`config.mk`:
```
export PLATFORM = sky130hd
export DESIGN_NAME = dreq_sampler
export DESIGN_NICKNAME = d
export VERILOG_FILES = /design/src/rtl/dreq_pkg.sv /design/src/rtl/dreq_sync.sv /design/src/rtl/dreq_detect.sv /design/src/rtl/dreq_count.sv /design/src/rtl/dreq_seq.sv /design/src/rtl/dreq_sampler.sv
export SDC_FILE = /design/constraint.sdc
export NUM_CORES = 1
export LEC_CHECK = 0
export ABC_AREA = 1
export CAP_MARGIN = 0
export CORE_ASPECT_RATIO = 1.1
export CORE_MARGIN = 2
export CORE_UTILIZATION = 40
export DETAILED_ROUTE_END_ITERATION = 7
export PLACE_DENSITY_LB_ADDON = 0.25
export SYNTH_ARGS = -nofsm -noshare
export SYNTH_HDL_FRONTEND = slang
export SYNTH_SLANG_ARGS = --single-unit
```
`constraint.sdc`:
```
create_clock -name clk_i -period 3.8 [get_ports clk_i]
set_clock_uncertainty 0.2 [all_clocks]
set_input_delay 1.14 -clock clk_i [delete_from_list [all_inputs] [get_ports clk_i]]
set_output_delay 1.14 -clock clk_i [all_outputs]
set_load 0.02 [all_outputs]
```
`src/rtl/dreq_pkg.sv`:
```
package dreq_pkg;
  typedef struct packed {
    logic level;
    logic burst;
    logic single;
  } dreq_mode_t;
endpackage

```
`src/rtl/dreq_sync.sv`:
```
module dreq_sync #(
  parameter int STAGES = 2
) (
  input  logic clk_i,
  input  logic rst_ni,
  input  logic pin_ni,
  output logic pin_low_o
);
  logic [STAGES-1:0] chain_q;

  generate
    if (STAGES == 1) begin : g_one
      always_ff @(posedge clk_i or negedge rst_ni) begin
        if (!rst_ni) chain_q <= '1;
        else         chain_q <= pin_ni;
      end
    end else begin : g_many
      always_ff @(posedge clk_i or negedge rst_ni) begin
        if (!rst_ni) chain_q <= '1;
        else         chain_q <= {chain_q[STAGES-2:0], pin_ni};
      end
    end
  endgenerate

  assign pin_low_o = ~chain_q[STAGES-1];
endmodule

```
`src/rtl/dreq_detect.sv`:
```
module dreq_detect (
  input  logic clk_i,
  input  logic rst_ni,
  input  logic pin_low_i,
  input  logic level_i,
  input  logic window_i,
  output logic hit_o
);
  logic prev_low_q;

  always_ff @(posedge clk_i or negedge rst_ni) begin
    if (!rst_ni) prev_low_q <= 1'b0;
    else         prev_low_q <= pin_low_i;
  end

  assign hit_o = window_i & pin_low_i & (level_i | ~prev_low_q);


  edge_single_hit_chk: assert property (@(posedge clk_i) disable iff (!rst_ni)
    (!level_i && hit_o) |=> !hit_o);
endmodule

```
`src/rtl/dreq_count.sv`:
```
module dreq_count #(
  parameter int W = 8
) (
  input  logic         clk_i,
  input  logic         rst_ni,
  input  logic         load_i,
  input  logic [W-1:0] load_val_i,
  input  logic         dec_i,
  output logic [W-1:0] cnt_o,
  output logic         zero_o,
  output logic         last_o
);
  localparam logic [W-1:0] ONE = W'(1);
  logic [W-1:0] cnt_q;

  always_ff @(posedge clk_i or negedge rst_ni) begin
    if (!rst_ni)     cnt_q <= '0;
    else if (load_i) cnt_q <= load_val_i;
    else if (dec_i)  cnt_q <= cnt_q - ONE;
  end

  assign cnt_o  = cnt_q;
  assign zero_o = (cnt_q == '0);
  assign last_o = (cnt_q == ONE);


  no_underflow_chk: assert property (@(posedge clk_i) disable iff (!rst_ni)
    dec_i |-> !zero_o);
endmodule

```
`src/rtl/dreq_seq.sv`:
```
module dreq_seq #(
  parameter int W   = 8,
  parameter int LAT = 3
) (
  input  logic         clk_i,
  input  logic         rst_ni,
  input  logic         load_i,
  input  logic         hit_i,
  input  logic         bus_start_i,
  input  logic         burst_i,
  input  logic         single_i,
  input  logic         zero_i,
  input  logic         last_i,
  input  logic [W-1:0] cnt_i,
  output logic         window_o,
  output logic         dec_o,
  output logic         cyc_req_o,
  output logic         dummy_o
);
  localparam int WAIT_W = (LAT > 1) ? $clog2(LAT) : 1;
  localparam logic [WAIT_W-1:0] WAIT_INIT = WAIT_W'(LAT - 1);
  localparam logic [W-1:0] ONE = W'(1);

  logic              open_q, first_q, pend_q, req_q, dummy_q;
  logic [WAIT_W-1:0] wait_q;
  logic              start_ok;

  assign start_ok = req_q & bus_start_i;
  assign dec_o    = start_ok & ~dummy_q & ~load_i;
  assign window_o = open_q & ~zero_i;

  always_ff @(posedge clk_i or negedge rst_ni) begin
    if (!rst_ni) begin
      open_q  <= 1'b0;
      first_q <= 1'b0;
      pend_q  <= 1'b0;
      req_q   <= 1'b0;
      dummy_q <= 1'b0;
      wait_q  <= '0;
    end else if (load_i) begin
      open_q  <= 1'b1;
      first_q <= 1'b1;
      pend_q  <= 1'b0;
      req_q   <= 1'b0;
      dummy_q <= 1'b0;
      wait_q  <= '0;
    end else begin
      if (start_ok) begin
        if (dummy_q) begin
          dummy_q <= 1'b0;               // real data follows back to back
        end else if (last_i) begin
          req_q <= 1'b0;
        end else if (!burst_i) begin
          req_q  <= 1'b0;
          open_q <= 1'b1;                // re-sample during this cycle
        end
      end else if (pend_q) begin
        if (wait_q == '0) begin
          req_q  <= 1'b1;
          pend_q <= 1'b0;
        end else begin
          wait_q <= wait_q - 1'b1;
        end
      end
      if (hit_i) begin
        open_q  <= 1'b0;
        pend_q  <= 1'b1;
        wait_q  <= WAIT_INIT;
        dummy_q <= burst_i & single_i & first_q;
        first_q <= 1'b0;
      end
    end
  end

  assign cyc_req_o = req_q;
  assign dummy_o   = req_q & dummy_q;


  req_hold_chk: assert property (@(posedge clk_i) disable iff (!rst_ni)
    (req_q && !bus_start_i && !load_i) |=> req_q);

  dummy_no_dec_chk: assert property (@(posedge clk_i) disable iff (!rst_ni)
    (start_ok && dummy_q && !load_i) |=> $stable(cnt_i));

  real_dec_chk: assert property (@(posedge clk_i) disable iff (!rst_ni)
    (dec_o) |=> (cnt_i == $past(cnt_i) - ONE));

  burst_back_to_back_chk: assert property (@(posedge clk_i) disable iff (!rst_ni)
    (start_ok && burst_i && !last_i && !load_i) |=> req_q);

  dummy_mode_chk: assert property (@(posedge clk_i) disable iff (!rst_ni)
    dummy_o |-> (burst_i && single_i));

  busy_window_chk: assert property (@(posedge clk_i) disable iff (!rst_ni)
    (req_q || pend_q) |-> !window_o);

  zero_idle_chk: assert property (@(posedge clk_i) disable iff (!rst_ni)
    zero_i |-> (!req_q && !pend_q));

  idle_start_chk: assert property (@(posedge clk_i) disable iff (!rst_ni)
    (bus_start_i && !req_q && !load_i) |=> $stable(cnt_i));
endmodule

```
`src/rtl/dreq_sampler.sv`:
```
module dreq_sampler #(
  parameter int CNT_W       = 8,
  parameter int SYNC_STAGES = 2,
  parameter int LAT_STATES  = 3
) (
  input  logic             clk_i,
  input  logic             rst_ni,
  input  logic             req_ni,
  input  logic             level_mode_i,
  input  logic             burst_i,
  input  logic             single_addr_i,
  input  logic             load_i,
  input  logic [CNT_W-1:0] load_cnt_i,
  input  logic             bus_start_i,
  output logic             cyc_req_o,
  output logic             dummy_o,
  output logic             cnt_zero_o,
  output logic             sample_win_o
);
  dreq_pkg::dreq_mode_t mode;
  logic             pin_low, hit, window, dec, zero, last;
  logic [CNT_W-1:0] cnt;

  assign mode = '{level: level_mode_i, burst: burst_i, single: single_addr_i};

  dreq_sync #(.STAGES(SYNC_STAGES)) u_sync (
    .clk_i(clk_i), .rst_ni(rst_ni), .pin_ni(req_ni), .pin_low_o(pin_low)
  );

  dreq_detect u_detect (
    .clk_i(clk_i), .rst_ni(rst_ni), .pin_low_i(pin_low),
    .level_i(mode.level), .window_i(window), .hit_o(hit)
  );

  dreq_count #(.W(CNT_W)) u_count (
    .clk_i(clk_i), .rst_ni(rst_ni), .load_i(load_i), .load_val_i(load_cnt_i),
    .dec_i(dec), .cnt_o(cnt), .zero_o(zero), .last_o(last)
  );

  dreq_seq #(.W(CNT_W), .LAT(LAT_STATES)) u_seq (
    .clk_i(clk_i), .rst_ni(rst_ni), .load_i(load_i), .hit_i(hit),
    .bus_start_i(bus_start_i), .burst_i(mode.burst), .single_i(mode.single),
    .zero_i(zero), .last_i(last), .cnt_i(cnt), .window_o(window),
    .dec_o(dec), .cyc_req_o(cyc_req_o), .dummy_o(dummy_o)
  );

  assign cnt_zero_o   = zero;
  assign sample_win_o = window;
endmodule

```
* Word level (Yosys, flattened, before mapping)
Cells that the tools add are included.
** Cells by class
- Mux-type cells :: 30
- Add/subtract/negate cells :: 2
- $lt $le $gt $ge :: 0
- $mul :: 0
- Reduce and logical (&&, ||, !) cells :: 11
- Div/mod/pow operators :: 0
- Equal/unequal tests :: 8
- Bitwise logic cells :: 15
- Shifts and indexed selects :: 0
** Operators with widths (number)
- 2-to-1 mux 1 bit :: 23
- 2-to-1 mux 8 bit :: 2
- inequality test 3 bit (second input constant) :: 5
- nonzero test 3 bit :: 4
- 2-to-1 mux 2 bit :: 5
- AND 1 bit :: 9
- == test 8 x 1 -> 1 bit (second input constant) :: 1
- zero test 8 bit :: 1
- AND reduction 4 bit :: 2
- subtractor 8 x 1 -> 8 bit (second input constant) :: 1
- NOT 1 bit :: 5
- inequality test 4 bit (second input constant) :: 1
- nonzero test 2 bit :: 2
- inequality test 3 x 1 -> 1 bit (second input constant) :: 1
- AND reduction 3 bit :: 1
- zero test 2 bit :: 1
- subtractor 2 x 1 -> 2 bit (second input constant) :: 1
- OR 1 bit :: 1
** Storage, ports and cells
- Bits in writable memories :: 0
- Memories :: 0
- Register bits after elaboration :: 18
- Input bits :: 16
- Bits in read-only memories :: 0
- Word-level logic and storage cells :: 75
- Latch bits :: 0

* Logic depth before layout (Yosys ltp)
- Word-level depth :: 7
- Depth in mapped cells :: 8

* By module
Synthesis repeated with hierarchy kept, for this count alone.
** Unflattened totals
- Cell total of the unflattened synthesis :: 137
- Area total of the unflattened synthesis :: 1074.8 sq um
** By module, submodules not included
- dreq_count :: cells an instance 75, times used 1, area an instance 578.1 sq um
- dreq_seq :: cells an instance 55, times used 1, area an instance 399.1 sq um
- dreq_sync :: cells an instance 3, times used 1, area an instance 56.3 sq um
- dreq_detect :: cells an instance 4, times used 1, area an instance 41.3 sq um

* Least setup slack after synthesis
No wires, ideal clock.
- Kind :: register -> output
- From :: reg u_count.cnt_q[0], in the netlist u_count.cnt_o[0]
- To :: out sample_win_o
- Buffers on the path :: 0
- Path slack :: 1.314 ns
- Arrival :: 1.146 ns
- Stages on the path, launching flop included :: 6
- Cells stage by stage :: dfrtp_1 > inv_1 > ha_1 > nand2_2 > nor2_2 > nor2_2
** On the way
- Cells in the longest elaborated chain, start to end :: 3
** Ends and longest elaborated chain
- start, declared :: RTL line dreq_count.sv:14 : logic [W-1:0] cnt_q;
- start signal, assigned :: RTL line dreq_count.sv:18 : else if (load_i) cnt_q <= load_val_i;
- start signal, assigned :: RTL line dreq_count.sv:19 : else if (dec_i) cnt_q <= cnt_q - ONE;
- zero test 8 bit :: RTL line dreq_count.sv:23 : assign zero_o = (cnt_q == '0);
- named net cnt_zero_o :: RTL line dreq_sampler.sv:17 : output logic cnt_zero_o,
- NOT 1 bit :: RTL line dreq_seq.sv:30 : assign window_o = open_q & ~zero_i;
- AND 1 bit :: RTL line dreq_seq.sv:30
- end, declared :: RTL line dreq_sampler.sv:18 : output logic sample_win_o
The timed path passes the listed nets, and every way through them passes these cells.

* Worst setup path in the final report
- From :: reg u_count.cnt_q[0], in the netlist u_count.cnt_o[0]
- To :: out sample_win_o
** On the way
- Cells in the longest elaborated chain, start to end :: 3
** Ends and longest elaborated chain (RTL line)
- zero test 8 bit :: dreq_count.sv:23
- NOT 1 bit :: dreq_seq.sv:30
- AND 1 bit :: dreq_seq.sv:30
No other way between the ends.

==> results.json <==
{
  "status": "finished clean",
  "critPathMaxStageDelay_ps": 620,
  "end_kind": "output pin",
  "antenna_cells": 0,
  "grt_setup_unrepaired": "no",
  "detail_route.vias_per_cell": 4.91,
  "timing.final.crit_period_ps": 3260,
  "p_clk_frac": 0.262,
  "start_util": 0.419,
  "hpwl_mm": 1.58,
  "crit_arrival_ps": 1920,
  "clk_latency_ps": 300,
  "netSwitchingFraction": 0.320,
  "dieHeight_um": 57.4,
  "detailed_place.area_um2": 1250,
  "worstPathMaxFanout": 5,
  "routed_wirelength_mm": 2.12,
  "cp_data_required_time_ps": 2460,
  "final_cycle_utilization_of_the_critical_path": 0.859,
  "slew_headroom": 0.441,
  "dr.pass1.iters": 4,
  "die_area_um2": 3010,
  "final_max_slew_viol_count": 0,
  "fmax_ghz": 0.306,
  "final_antenna_net_count": 0,
  "slowest_stage": "sky130_fd_sc_hd__clkdlybuf4s50_1",
  "numPortBuffers": 19,
  "critPathLaunchType": "register",
  "mappedNetlistArea_um2": 1040,
  "finalHoldViolations": 0,
  "detail_route.wl_per_cell_um": 11.1,
  "leak_pwr_nw": 0.638,
  "max-cap-violations": 0,
  "rows": 19,
  "clk_transition_reported_paths_ps": 120,
  "total_nets_final": 180,
  "cts.sinks": 18,
  "cp_cell_sequence": "inv_1, ha_1, nand2_2, nor2_2, nor2_2, clkdlybuf4s50_1",
  "setup_violations": 0,
  "critical_path_class": "register to output pin",
  "power_frac_comb": 0.247,
  "numCtsBuffers": 3,
  "pwr_density_cell_nw_per_um2": 368,
  "grt_pass1_wl_mm": 3.73,
  "finalWorstSetupSlack_ps": 536,
  "share_of_flip_flops_with_an_asynchronous_set_or_reset_after_synthesis": 1.00,
  "grt-ovfl-total": 0,
  "design.core.area_um2": 2470,
  "tritoncts": "done",
  "synth_cells": 139,
  "cell_int_power_mw": 0.322,
  "cts.root.buffer_cell": "sky130_fd_sc_hd__clkbuf_4",
  "crit_path_frequent_cell": "sky130_fd_sc_hd__nor2_2",
  "distinct_cell_type_count_after_synthesis": 22,
  "power.switching_mw": 0.152,
  "hold_ws_ps": 166,
  "post-place-ws_ps": 881,
  "grt_usage": 0.163,
  "synth.avg_cell_area_um2": 7.45,
  "power_frac_seq": 0.491,
  "detail_route.drc_violations": 0,
  "num-fill-cells": 261,
  "area.growth.synth_to_final_pct": 24.4,
  "layout-drive-gt1-share": 0.113,
  "grt_start_max_net_pins": 20,
  "finalCoreUtilization": 0.521,
  "gp_congestion": 0.805,
  "count_of_routing_violations_after_the_opening_detailed_route_iteration": 26,
  "synth.yosys.seq_area_share": 0.437,
  "yosysWarningCount": 0,
  "tightestPinTransition_ps": 836,
  "via_count_of_the_first_global_routing_pass": 895,
  "horiz_die_dim_um": 52.5,
  "synth_edf_count": 0,
  "io-pin-count": 20,
  "synth_ff_type": "sky130_fd_sc_hd__dfrtp_1",
  "cts_resized": 0,
  "synth-seq-cells": 18,
  "number_of_antenna_violations_at_the_first_check_in_global_routing": 0,
  "tns_ps": 0,
  "worstHoldPathType": "register to register",
  "total_vias_in_the_final_route": 938,
  "clock_tree.htree_level_count": 1,
  "hold_buffers": 0,
  "synth_nets": 158,
  "clock_path_buffers": 2,
  "finalInstanceArea_um2": 1290,
  "post-cts-setup-buffers": 0,
  "ir_drop_mv": 0.258
}
cells in the final DEF (no fill, tap or decap), drive strengths merged, types with 3 or more instances in the layout:
master and instances:
nand2 37, inv 22, nor2 22, clkdlybuf4s50 19, dfrtp 16, nand3 14
o21ai 8, a21oi 4, clkbuf 4, ha 3
worst max-delay path, delay by kind of cell (launching register included):
kind | cells | cell delay, ps
adders and majority gates | 1 | 240
and+or+nand+nor | 3 | 300
DFF | 1 | 370
buffers and inverters | 2 | 710
path summary, 6_finish.rpt:
kind,from,depth (start not counted),end,slack [ps]
worst max register to register,u_count.cnt_o[0]$_DFFE_PN0P_,7,u_count.cnt_o[6]$_DFFE_PN0P_,2240
worst max-delay path,u_count.cnt_o[0]$_DFFE_PN0P_,6,sample_win_o,540
worst min-delay path,u_sync.chain_q[0]$_DFF_PN1_,0,u_sync.chain_q[1]$_DFF_PN1_,170
min in group asynchronous,rst_ni,1,u_count.cnt_o[0]$_DFFE_PN0P_,1100
max in group asynchronous,rst_ni,1,u_seq.dummy_q$_DFFE_PN0P_,1770
worst min register to register,u_sync.chain_q[0]$_DFF_PN1_,0,u_sync.chain_q[1]$_DFF_PN1_,170
cell usage after synthesis, types with 3 or more instances:
cell type	count	area share
sky130_fd_sc_hd__nor2_2	4	0.024
sky130_fd_sc_hd__nand2_1	34	0.12
sky130_fd_sc_hd__nor2_1	18	0.065
sky130_fd_sc_hd__inv_1	19	0.069
sky130_fd_sc_hd__dfrtp_1	16	0.39
sky130_fd_sc_hd__nand3_1	12	0.058
sky130_fd_sc_hd__ha_1	3	0.036
sky130_fd_sc_hd__o21ai_0	8	0.039
sky130_fd_sc_hd__a21oi_1	4	0.019
power by group through the flow:
| stage | combinational (mW) | sequential (mW) | clock [mW] |
|---|---|---|---|
| after detailed placement | 0.118 | 0.236 | 0 |
| after global routing | 0.136 | 0.236 | 0.137 |
| after global placement | 0.115 | 0.235 | 0 |
| final | 0.117 | 0.233 | 0.124 |
| after floorplan | 0.0779 | 0.233 | 0 |
| after CTS | 0.119 | 0.233 | 0.125 |
per-layer routing:
| metal | global-route usage | vias up | routed length, um |
|---|---|---|---|
| met1 | 0.224 | 439 | 1020 |
| met4 | 0.0440 | 0 | 16 |
| met3 | 0.0236 | 2 | 74 |
| met5 | 0 | - | 0 |
| met2 | 0.268 | 16 | 1010 |
| li1 | - | 481 | - |
logic make-up after synthesis:
logic type,count (synthesis),synth area share
and+or+nand+nor,75,0.325
buffers and inverters,24,0.0942
DFF,18,0.437
AOI/OAI and AO/OA,17,0.0906
adders and majority gates,3,0.0362
xor gates and xnor gates,2,0.0169
flip-flops by register name, summed over array words and instances (netlist names):
name,count
u_seq.first_q,1
u_count.cnt_o,8
u_seq.cyc_req_o,1
u_seq.wait_q,2
u_seq.dummy_q,1
u_sync.chain_q,2
u_detect.prev_low_q,1
u_seq.pend_q,1
u_seq.open_q,1
through the flow:
step / total power, mW / cells
2_1_floorplan: 0.311 / 139
3_3_place_gp: 0.350 / 187
3_5_place_dp: 0.354 / 187
4_1_cts: 0.477 / 191
5_1_grt: 0.509 / 191
6_report: 0.474 / 191
cell type report:
class	instances	area [um2]	area share
inverters	22	85.1	0.0660
flip-flops and latches	18	453	0.351
clock buffers	4	36.3	0.0282
repair buffers	19	190	0.148
well taps	31	38.8	0.0301
multi-input cells	97	485	0.377
Note: power is estimated with default switching activity, not from simulation.
